<file path="src/rtl/iqw_pkg.sv">
package iqw_pkg;
  localparam int unsigned IQW_ENTRIES = 8;
  localparam int unsigned IQW_TAG_W   = 6;
  localparam int unsigned IQW_IW      = 2;

  typedef enum logic [1:0] {
    SLOT_HOLD = 2'd0,
    SLOT_LOAD = 2'd1,
    SLOT_FREE = 2'd2
  } slot_op_e;
endpackage

</file>
<file path="src/rtl/iqw_tag_match.sv">
module iqw_tag_match #(
  parameter int unsigned TAG_W = 6,
  parameter int unsigned IW    = 2
) (
  input  logic [TAG_W-1:0]    tag,
  input  logic [IW-1:0]       bc_valid,
  input  logic [IW*TAG_W-1:0] bc_tag,
  output logic                hit
);
  logic [IW-1:0] slot_hit;

  for (genvar k = 0; k < IW; k++) begin : g_slot
    assign slot_hit[k] = bc_valid[k] && (bc_tag[k*TAG_W +: TAG_W] == tag);
  end

  assign hit = |slot_hit;
endmodule

</file>
<file path="src/rtl/iqw_entry.sv">
module iqw_entry
  import iqw_pkg::*;
#(
  parameter int unsigned TAG_W = 6,
  parameter int unsigned IW    = 2
) (
  input  logic                clk,
  input  logic                rst_n,
  input  logic                sel,
  input  logic [TAG_W-1:0]    new_tag_l,
  input  logic [TAG_W-1:0]    new_tag_r,
  input  logic                new_rdy_l,
  input  logic                new_rdy_r,
  input  logic                gnt,
  input  logic [IW-1:0]       bc_valid,
  input  logic [IW*TAG_W-1:0] bc_tag,
  output logic                valid,
  output logic                rdy_l,
  output logic                rdy_r,
  output logic [TAG_W-1:0]    tag_l,
  output logic [TAG_W-1:0]    tag_r
);
  logic             valid_q, valid_d;
  logic             rdy_l_q, rdy_l_d, rdy_r_q, rdy_r_d;
  logic [TAG_W-1:0] tag_l_q, tag_l_d, tag_r_q, tag_r_d;
  logic             hit_l, hit_r;
  logic             upd_en;
  slot_op_e         op;

  iqw_tag_match #(.TAG_W(TAG_W), .IW(IW)) u_match_l (
    .tag(tag_l_q), .bc_valid(bc_valid), .bc_tag(bc_tag), .hit(hit_l)
  );
  iqw_tag_match #(.TAG_W(TAG_W), .IW(IW)) u_match_r (
    .tag(tag_r_q), .bc_valid(bc_valid), .bc_tag(bc_tag), .hit(hit_r)
  );

  always_comb begin
    if (sel)                op = SLOT_LOAD;
    else if (gnt & valid_q) op = SLOT_FREE;
    else                    op = SLOT_HOLD;
  end

  always_comb begin
    valid_d = valid_q;
    tag_l_d = tag_l_q;
    tag_r_d = tag_r_q;
    rdy_l_d = rdy_l_q | hit_l;
    rdy_r_d = rdy_r_q | hit_r;
    case (op)
      SLOT_LOAD: begin
        valid_d = 1'b1;
        tag_l_d = new_tag_l;
        tag_r_d = new_tag_r;
        rdy_l_d = new_rdy_l;
        rdy_r_d = new_rdy_r;
      end
      SLOT_FREE: valid_d = 1'b0;
      default:   ;
    endcase
  end

  // State moves only for an occupied slot or on a write.
  assign upd_en = sel | valid_q;

  always_ff @(posedge clk or negedge rst_n) begin
    if (!rst_n) begin
      valid_q <= 1'b0;
      rdy_l_q <= 1'b0;
      rdy_r_q <= 1'b0;
      tag_l_q <= '0;
      tag_r_q <= '0;
    end else if (upd_en) begin
      valid_q <= valid_d;
      rdy_l_q <= rdy_l_d;
      rdy_r_q <= rdy_r_d;
      tag_l_q <= tag_l_d;
      tag_r_q <= tag_r_d;
    end
  end

  assign valid = valid_q;
  assign rdy_l = rdy_l_q;
  assign rdy_r = rdy_r_q;
  assign tag_l = tag_l_q;
  assign tag_r = tag_r_q;
endmodule

</file>
<file path="src/rtl/iq_wakeup_array.sv">
module iq_wakeup_array
  import iqw_pkg::*;
#(
  parameter  int unsigned ENTRIES = IQW_ENTRIES,
  parameter  int unsigned TAG_W   = IQW_TAG_W,
  parameter  int unsigned IW      = IQW_IW,
  localparam int unsigned IDX_W   = (ENTRIES > 1) ? $clog2(ENTRIES) : 1
) (
  input  logic                     clk,
  input  logic                     rst_n,
  input  logic                     alloc_en,
  input  logic [IDX_W-1:0]         alloc_idx,
  input  logic [TAG_W-1:0]         alloc_tag_l,
  input  logic [TAG_W-1:0]         alloc_tag_r,
  input  logic                     alloc_rdy_l,
  input  logic                     alloc_rdy_r,
  input  logic [ENTRIES-1:0]       grant,
  input  logic [IW-1:0]            bc_valid,
  input  logic [IW*TAG_W-1:0]      bc_tag,
  output logic [ENTRIES-1:0]       req,
  output logic [ENTRIES-1:0]       ent_valid,
  output logic [ENTRIES-1:0]       ent_rdy_l,
  output logic [ENTRIES-1:0]       ent_rdy_r,
  output logic [ENTRIES*TAG_W-1:0] ent_tag_l,
  output logic [ENTRIES*TAG_W-1:0] ent_tag_r
);
  logic new_hit_l, new_hit_r;
  logic wr_rdy_l, wr_rdy_r;
  logic [ENTRIES-1:0] sel;

  // One shared compare for the incoming tags serves every slot.
  iqw_tag_match #(.TAG_W(TAG_W), .IW(IW)) u_match_new_l (
    .tag(alloc_tag_l), .bc_valid(bc_valid), .bc_tag(bc_tag), .hit(new_hit_l)
  );
  iqw_tag_match #(.TAG_W(TAG_W), .IW(IW)) u_match_new_r (
    .tag(alloc_tag_r), .bc_valid(bc_valid), .bc_tag(bc_tag), .hit(new_hit_r)
  );

  assign wr_rdy_l = alloc_rdy_l | new_hit_l;
  assign wr_rdy_r = alloc_rdy_r | new_hit_r;

  for (genvar i = 0; i < ENTRIES; i++) begin : g_ent
    assign sel[i] = alloc_en && (alloc_idx == IDX_W'(i));

    iqw_entry #(.TAG_W(TAG_W), .IW(IW)) u_entry (
      .clk       (clk),
      .rst_n     (rst_n),
      .sel       (sel[i]),
      .new_tag_l (alloc_tag_l),
      .new_tag_r (alloc_tag_r),
      .new_rdy_l (wr_rdy_l),
      .new_rdy_r (wr_rdy_r),
      .gnt       (grant[i]),
      .bc_valid  (bc_valid),
      .bc_tag    (bc_tag),
      .valid     (ent_valid[i]),
      .rdy_l     (ent_rdy_l[i]),
      .rdy_r     (ent_rdy_r[i]),
      .tag_l     (ent_tag_l[i*TAG_W +: TAG_W]),
      .tag_r     (ent_tag_r[i*TAG_W +: TAG_W])
    );

    assign req[i] = ent_valid[i] & ent_rdy_l[i] & ent_rdy_r[i];
  end
endmodule

</file>
<file path="config.mk">
export PLATFORM = sky130hd
export DESIGN_NAME = iq_wakeup_array
export DESIGN_NICKNAME = d
export VERILOG_FILES = /design/src/rtl/iqw_pkg.sv /design/src/rtl/iqw_tag_match.sv /design/src/rtl/iqw_entry.sv /design/src/rtl/iq_wakeup_array.sv
export SDC_FILE = /design/constraint.sdc
export NUM_CORES = 1
export LEC_CHECK = 0
export BUFFER_PORTS_ARGS = -buffer_cell sky130_fd_sc_hd__buf_2
export CAP_MARGIN = 20
export CORE_MARGIN = 2
export CORE_UTILIZATION = 46
export CTS_CLUSTER_SIZE = 8
export DETAILED_ROUTE_END_ITERATION = 8
export HOLD_SLACK_MARGIN = 0.12
export PLACE_DENSITY = 0.69
export SKIP_LAST_GASP = 1
export SYNTH_ARGS = -nofsm -noshare
export SYNTH_HDL_FRONTEND = slang
export SYNTH_HIERARCHICAL = 1
export SYNTH_SLANG_ARGS = --single-unit
</file>
<file path="constraint.sdc">
create_clock -name clk -period 1.4 [get_ports clk]
set_clock_uncertainty 0.1 [all_clocks]
set_input_delay 0.14 -clock clk [delete_from_list [all_inputs] [get_ports clk]]
set_output_delay 0.14 -clock clk [all_outputs]
set_load 0.02 [all_outputs]
</file>
Yosys cells after proc, flatten, opt, wreduce, memory -nomap -nowiden. Index checks and enable logic that the tools add are counted. Widths: inputs -> output; s select.

Equality and inequality tests: 59. Mux-type cells: 40. Bitwise logic cells: 50. Reductions and logical operators: 87.

Operators by type and width (number): $eq 6x6->1 (36); $logic_and 1x1->1 (44); $reduce_or 2->1 (18); $mux 2 (16); $reduce_and 2->1 (16); $or 1x1->1 (26); $and 1x1->1 (24); $eq 2x1->1 const B (8); $eq 2x2->1 const B (8); $mux 1 (16); $pmux 1 s2 (8); $reduce_bool 2->1 (8); $eq 3x3->1 const B (4); $eq 3x2->1 const B (2); $eq 3x1->1 const B (1); $logic_not 3->1 (1).

Register bits: 120. Bits of input ports: 42. Output and inout bits: 128. Logic and storage cells: 276.

Depth between registers and ports, before layout.
Depth in word-level cells: 6. Gate-level depth with buffers: 6. Mapped depth without buffers: 6.

Cells and area by module. Netlist, hierarchy kept.

By module, submodules not included: iqw_entry (times used 8, cells each 37, area each 605.6 um^2, sequential area each 375.4 um^2); iqw_tag_match (times used 18, cells each 17, area each 133.9 um^2, sequential area each 0.0 um^2); iq_wakeup_array (times used 1, cells each 18, area each 158.9 um^2, sequential area each 0.0 um^2).

Worst setup path after synthesis. OpenSTA, ideal clock, no wires.

Path type: reg-to-reg. Start: reg g_ent[0].u_entry.tag_l_q[0]. End: reg g_ent[0].u_entry.rdy_l_q. Library setup time: 127 ps. Arrival time: 1055 ps. Required time: 1173 ps. Slack: 118 ps. Stages on the path, launching flop included: 6. Buffers on the path: 0. Period minus slack after synthesis: 1282 ps. Path through: dfrtp_1 xnor2_1 nand4_1 o22ai_1 a211oi_1 a21oi_1.

Word-level cells in the longest chain between the ends: 5. Elaborated cells on any way between the ends: 7. Those cells by class: 2 x eq/ne; 1 x mux; 1 x bitwise; 3 x reduce/logical.

RTL lines: start, declared (RTL line iqw_entry.sv:25) `logic [TAG_W-1:0] tag_l_q, tag_l_d, tag_r_q, tag_r_d;`; start signal, assigned (RTL line iqw_entry.sv:76) `tag_l_q <= tag_l_d;`; $eq 6x6->1 (RTL line iqw_tag_match.sv:13) `assign slot_hit[k] = bc_valid[k] && (bc_tag[k*TAG_W +: TAG_W] == tag);`; $logic_and 1x1->1 (RTL line iqw_tag_match.sv:13); $reduce_or 2->1 (*) (RTL line iqw_tag_match.sv:16) `assign hit = |slot_hit;`; via g_ent[0].u_entry.hit_l (RTL line iqw_entry.sv:26) `logic hit_l, hit_r;`; $or 1x1->1 (*) (RTL line iqw_entry.sv:47) `rdy_l_d = rdy_l_q | hit_l;`; $mux 1 (*) (RTL line iqw_entry.sv:49) `case (op)`; end signal, assigned (RTL line iqw_entry.sv:74) `rdy_l_q <= rdy_l_d;`; end, declared (RTL line iqw_entry.sv:24) `logic rdy_l_q, rdy_l_d, rdy_r_q, rdy_r_d;`.

The timed path passes the listed nets; every way through them passes the cells marked *. A chain may end at the register's enable or synchronous reset.

Final worst setup path.
Start: reg g_ent[3].u_entry.tag_l_q[1]. End: reg g_ent[3].u_entry.rdy_l_q.

Word-level cells in the longest chain between the ends: 5. Elaborated cells on any way between the ends: 7. Those cells by class: 2 x eq/ne; 1 x mux; 1 x bitwise; 3 x reduce/logical.

RTL lines (RTL line): start, declared (iqw_entry.sv:25); start signal, assigned (iqw_entry.sv:76); $eq 6x6->1 (iqw_tag_match.sv:13); $logic_and 1x1->1 (iqw_tag_match.sv:13); $reduce_or 2->1 (*) (iqw_tag_match.sv:16); via g_ent[3].u_entry.hit_l (iqw_entry.sv:26); $or 1x1->1 (*) (iqw_entry.sv:47); $mux 1 (*) (iqw_entry.sv:49); end signal, assigned (iqw_entry.sv:74); end, declared (iqw_entry.sv:24).

Marked as above.

==> impl_results.md <==
- Status: finished with violations
- Failing checks: setup timing
- Post-route setup slack: -0.0333 ns
- Area added between synthesis and finish: 36.9%
- Final hold slack: 0.152 ns
- Slowest stage delay, CP: 0.44 ns
- Largest family of logic cells by synthesized area: XOR/XNOR gates
- Net switching power: 5.49 mW
- FF+latch area: 3040 um2
- Syn Area/Cell: 12.0 um2
- Clock group share of total power: 28.5%
- Critical path startpoint category: flop
- RSZ-0062 raised after global routing: yes
- Synthesized area: 7410 um2
- Synthesized flop and latch total: 120
- Crit Path Class: reg2reg
- Critical path data arrival time: 1.68 ns
- Initial Util: 46.8%
- Die Span X: 131 um
- Initial antenna violation count: 1
- Wire per inst: 23.8 um
- Final nets: 941
- Lkg Pwr: 4.33 nW
- Pre-Repair DR Iteration Count: 5
- Fmax: 0.698 GHz
- CTS max path bufs: 2
- Site Rows: 46
- Mux share of post-synthesis cell area: 16.6%
- Syn_nets: 662
- Rel. slew slack: 71.5%
- First-pass GRT wire length: 38.8 mm
- Die height: 131 um
- WL final: 26.9 mm
- Flop pwr share: 35.5%
- Clock Sinks: 120
- Layout filler cell count: 1,243
- Area of the multi-input gates: 4280 um2
- Skew-Pair Late Insertion Delay: 0.44 ns
- Worst vdd ir: 0.000907 V
- Global-route usage over all layers: 31.4%
- XOR/XNOR Fraction of Synth Area: 25.5%
- Power, Total: 15.2 mW
- Vias/cell: 5.77
- Vias: 6,513
- Cts bufs inserted: 17
- Largest net degree at the start of global routing: 64
- Final ANT Viol Nets: 0
- Post-route setup TNS: -0.102 ns
- Drt initial violations: 734
- Hold Crit Class: in2reg
- GR Overflow Total: 0
- Cell count after synthesis: 620
- P_int: 9.72 mW
- Layout cells sized above 1: 50.8%
- Share of the yosys chip area belonging to registers: 40.5%
- Netlist cell types: 19
- Dpl hpwl: 18.7 mm
- Fin util: 64.1%
- Core area: 15,800 um2
- Tcrit/Tclk final: 102%
- Setup WS pre-CTS: -0.162 ns
- Final hold vios: 0
- Endpoints failing setup: 5
- CTS tree: yes
- Crit path max-delay family: compound AO/OA/AOI/OAI gates
- Max FO, Critical Path: 4
- CP Buf/Inv Count: 0
- Critical Path Slowest Stage Cell: dfrtp_1
- Synth Area in Compound Gates: 5.16%
- CP Cell Sequence: xnor2_1, nand3_1, o22ai_2, a211oi_2, a21oi_1
- Worst Tran Pin Value: 0.427 ns
- Switch share: 36.1%
- Reg clk slew, reported paths: 0.05 ns
- Num ports: 170
- Final Max Slew Viols: 0
- Vias in the first global route: 6,384
- Crit end category: flop
- Area share of and/or/nand/nor cells after synthesis: 7.61%
- Max cap viols: 0
- DRC: 0
- IO Port Bufs: 169
- Req. time, crit path: 1.64 ns
- Clock root cell: clkbuf_16
- YS warnings: 6
- Fin crit period: 1.43 ns
- Total power divided by cell area: 1500 nW/um2
- Combinational power share: 36.1%
- Adder-Cell Fraction of Synth Area: 0%
- Gp weighted congestion: 0.982
- H-tree depth: 4
- Area of the die: 17,100 um2
-- power by group through the flow --
stage	registers, mW	clock network, mW	logic [mW]
final	5.40	4.33	5.48
after global routing	5.48	4.51	5.82
after CTS	5.29	4.36	5.23
after detailed placement	5.35	0	5.02
after global placement	5.30	0	4.88
after floorplan	6.00	0	2.38
-- layout make-up --
class	count	share of cell area, %
Clock buffer	23	4.71
Inverter	24	0.888
Clock inverter	9	0.962
Tap cell	216	2.66
Multi-Input combinational cell	460	42.2
Timing Repair Buffer	276	18.6
Antenna cell	1	0.0247
Sequential cell	120	30.0
-- worst reg2reg max path: stages (launching register included) --
cell and delay [ns]:
dfrtp_1 0.44, xnor2_1 0.19, nand3_1 0.15, o22ai_2 0.22, a211oi_2 0.10, a21oi_1 0.15
-- routing by layer --
metal  global-route usage, %  up-vias  wire (um)
met3                    9.24       69       2670
met5                       0        -          0
met2                    48.3      408      12400
li1                        -     2745          -
met1                    42.2     3291      11000
met4                    11.6        0        807
-- cell usage after synthesis --
library cell	instances	area [um2]
nor4b_2	1	15.0
o22ai_1	18	113
nand4_1	36	225
and4bb_2	3	37.5
dfrtp_1	120	3000
buf_6	8	90.1
buf_12	8	160
mux2_2	56	631
and4_2	1	10.0
inv_1	24	90.1
a21o_2	8	70.1
or2_2	2	12.5
and3_1	8	50.1
and4b_2	3	33.8
mux2_4	40	601
nand3_1	36	180
a211oi_1	16	120
a21oi_1	16	80.1
xnor2_1	216	1890
-- flip-flops by register name, summed over array words and instances (netlist names) --
name / cells
g_ent.u_entry/rdy_l: 8
g_ent.u_entry/rdy_r: 8
g_ent.u_entry/tag_l: 48
g_ent.u_entry/tag_r: 48
g_ent.u_entry/valid: 8
-- logic make-up after synthesis --
kind of cell | Yosys count
multiplexers | 96
buffers and inverters | 40
XOR/XNOR | 216
AND/OR/NAND/NOR | 90
flip-flops | 120
AO/OA/AOI/OAI | 58
-- repair_timing --
action	4_1_cts	5_1_grt
buffers inserted	17	7
pin swaps	1	31
hold buffers	18	0
endpoints found under the setup margin	13	24
hold endpoints to repair	154	0
resized for setup	14	70
-- final timing paths --
kind                                            from                        end  slack [ns]  depth (start not counted)
max in group asynchronous                      rst_n  g_ent[2].u_entry/tag_r[4]        0.71                          3
max                        g_ent[3].u_entry/tag_l[1]     g_ent[3].u_entry/rdy_l       -0.03                          5
min in group asynchronous                      rst_n     g_ent[6].u_entry/valid        0.17                          3
max reg2reg                g_ent[3].u_entry/tag_l[1]     g_ent[3].u_entry/rdy_l       -0.03                          5
min reg2reg                g_ent[2].u_entry/tag_r[3]  g_ent[2].u_entry/tag_r[3]        0.48                          1
min                                     alloc_idx[0]     g_ent[0].u_entry/rdy_r        0.15                          4
-- per-stage QoR --
step / cell area [um2] / instances
6_report: 10100 / 1129
3_5_place_dp: 8900 / 1054
5_1_grt: 10100 / 1129
4_1_cts: 9830 / 1121
2_1_floorplan: 7410 / 620
3_3_place_gp: 8900 / 1054
-- cells in the final DEF, fill, tap and decap left out, types with 24 or more instances in the layout --
cell type  netlist  layout
inv_1           24      24
nand3_1         36      36
mux2_2          56      56
mux2_4          40      40
xnor2_1        216     205
dfrtp_1        120      90
dfrtp_2          0      30
buf_2            0     157
nand4_1         36      36
buf_4            0      80
No activity file was read; power rests on OpenSTA's default activity.
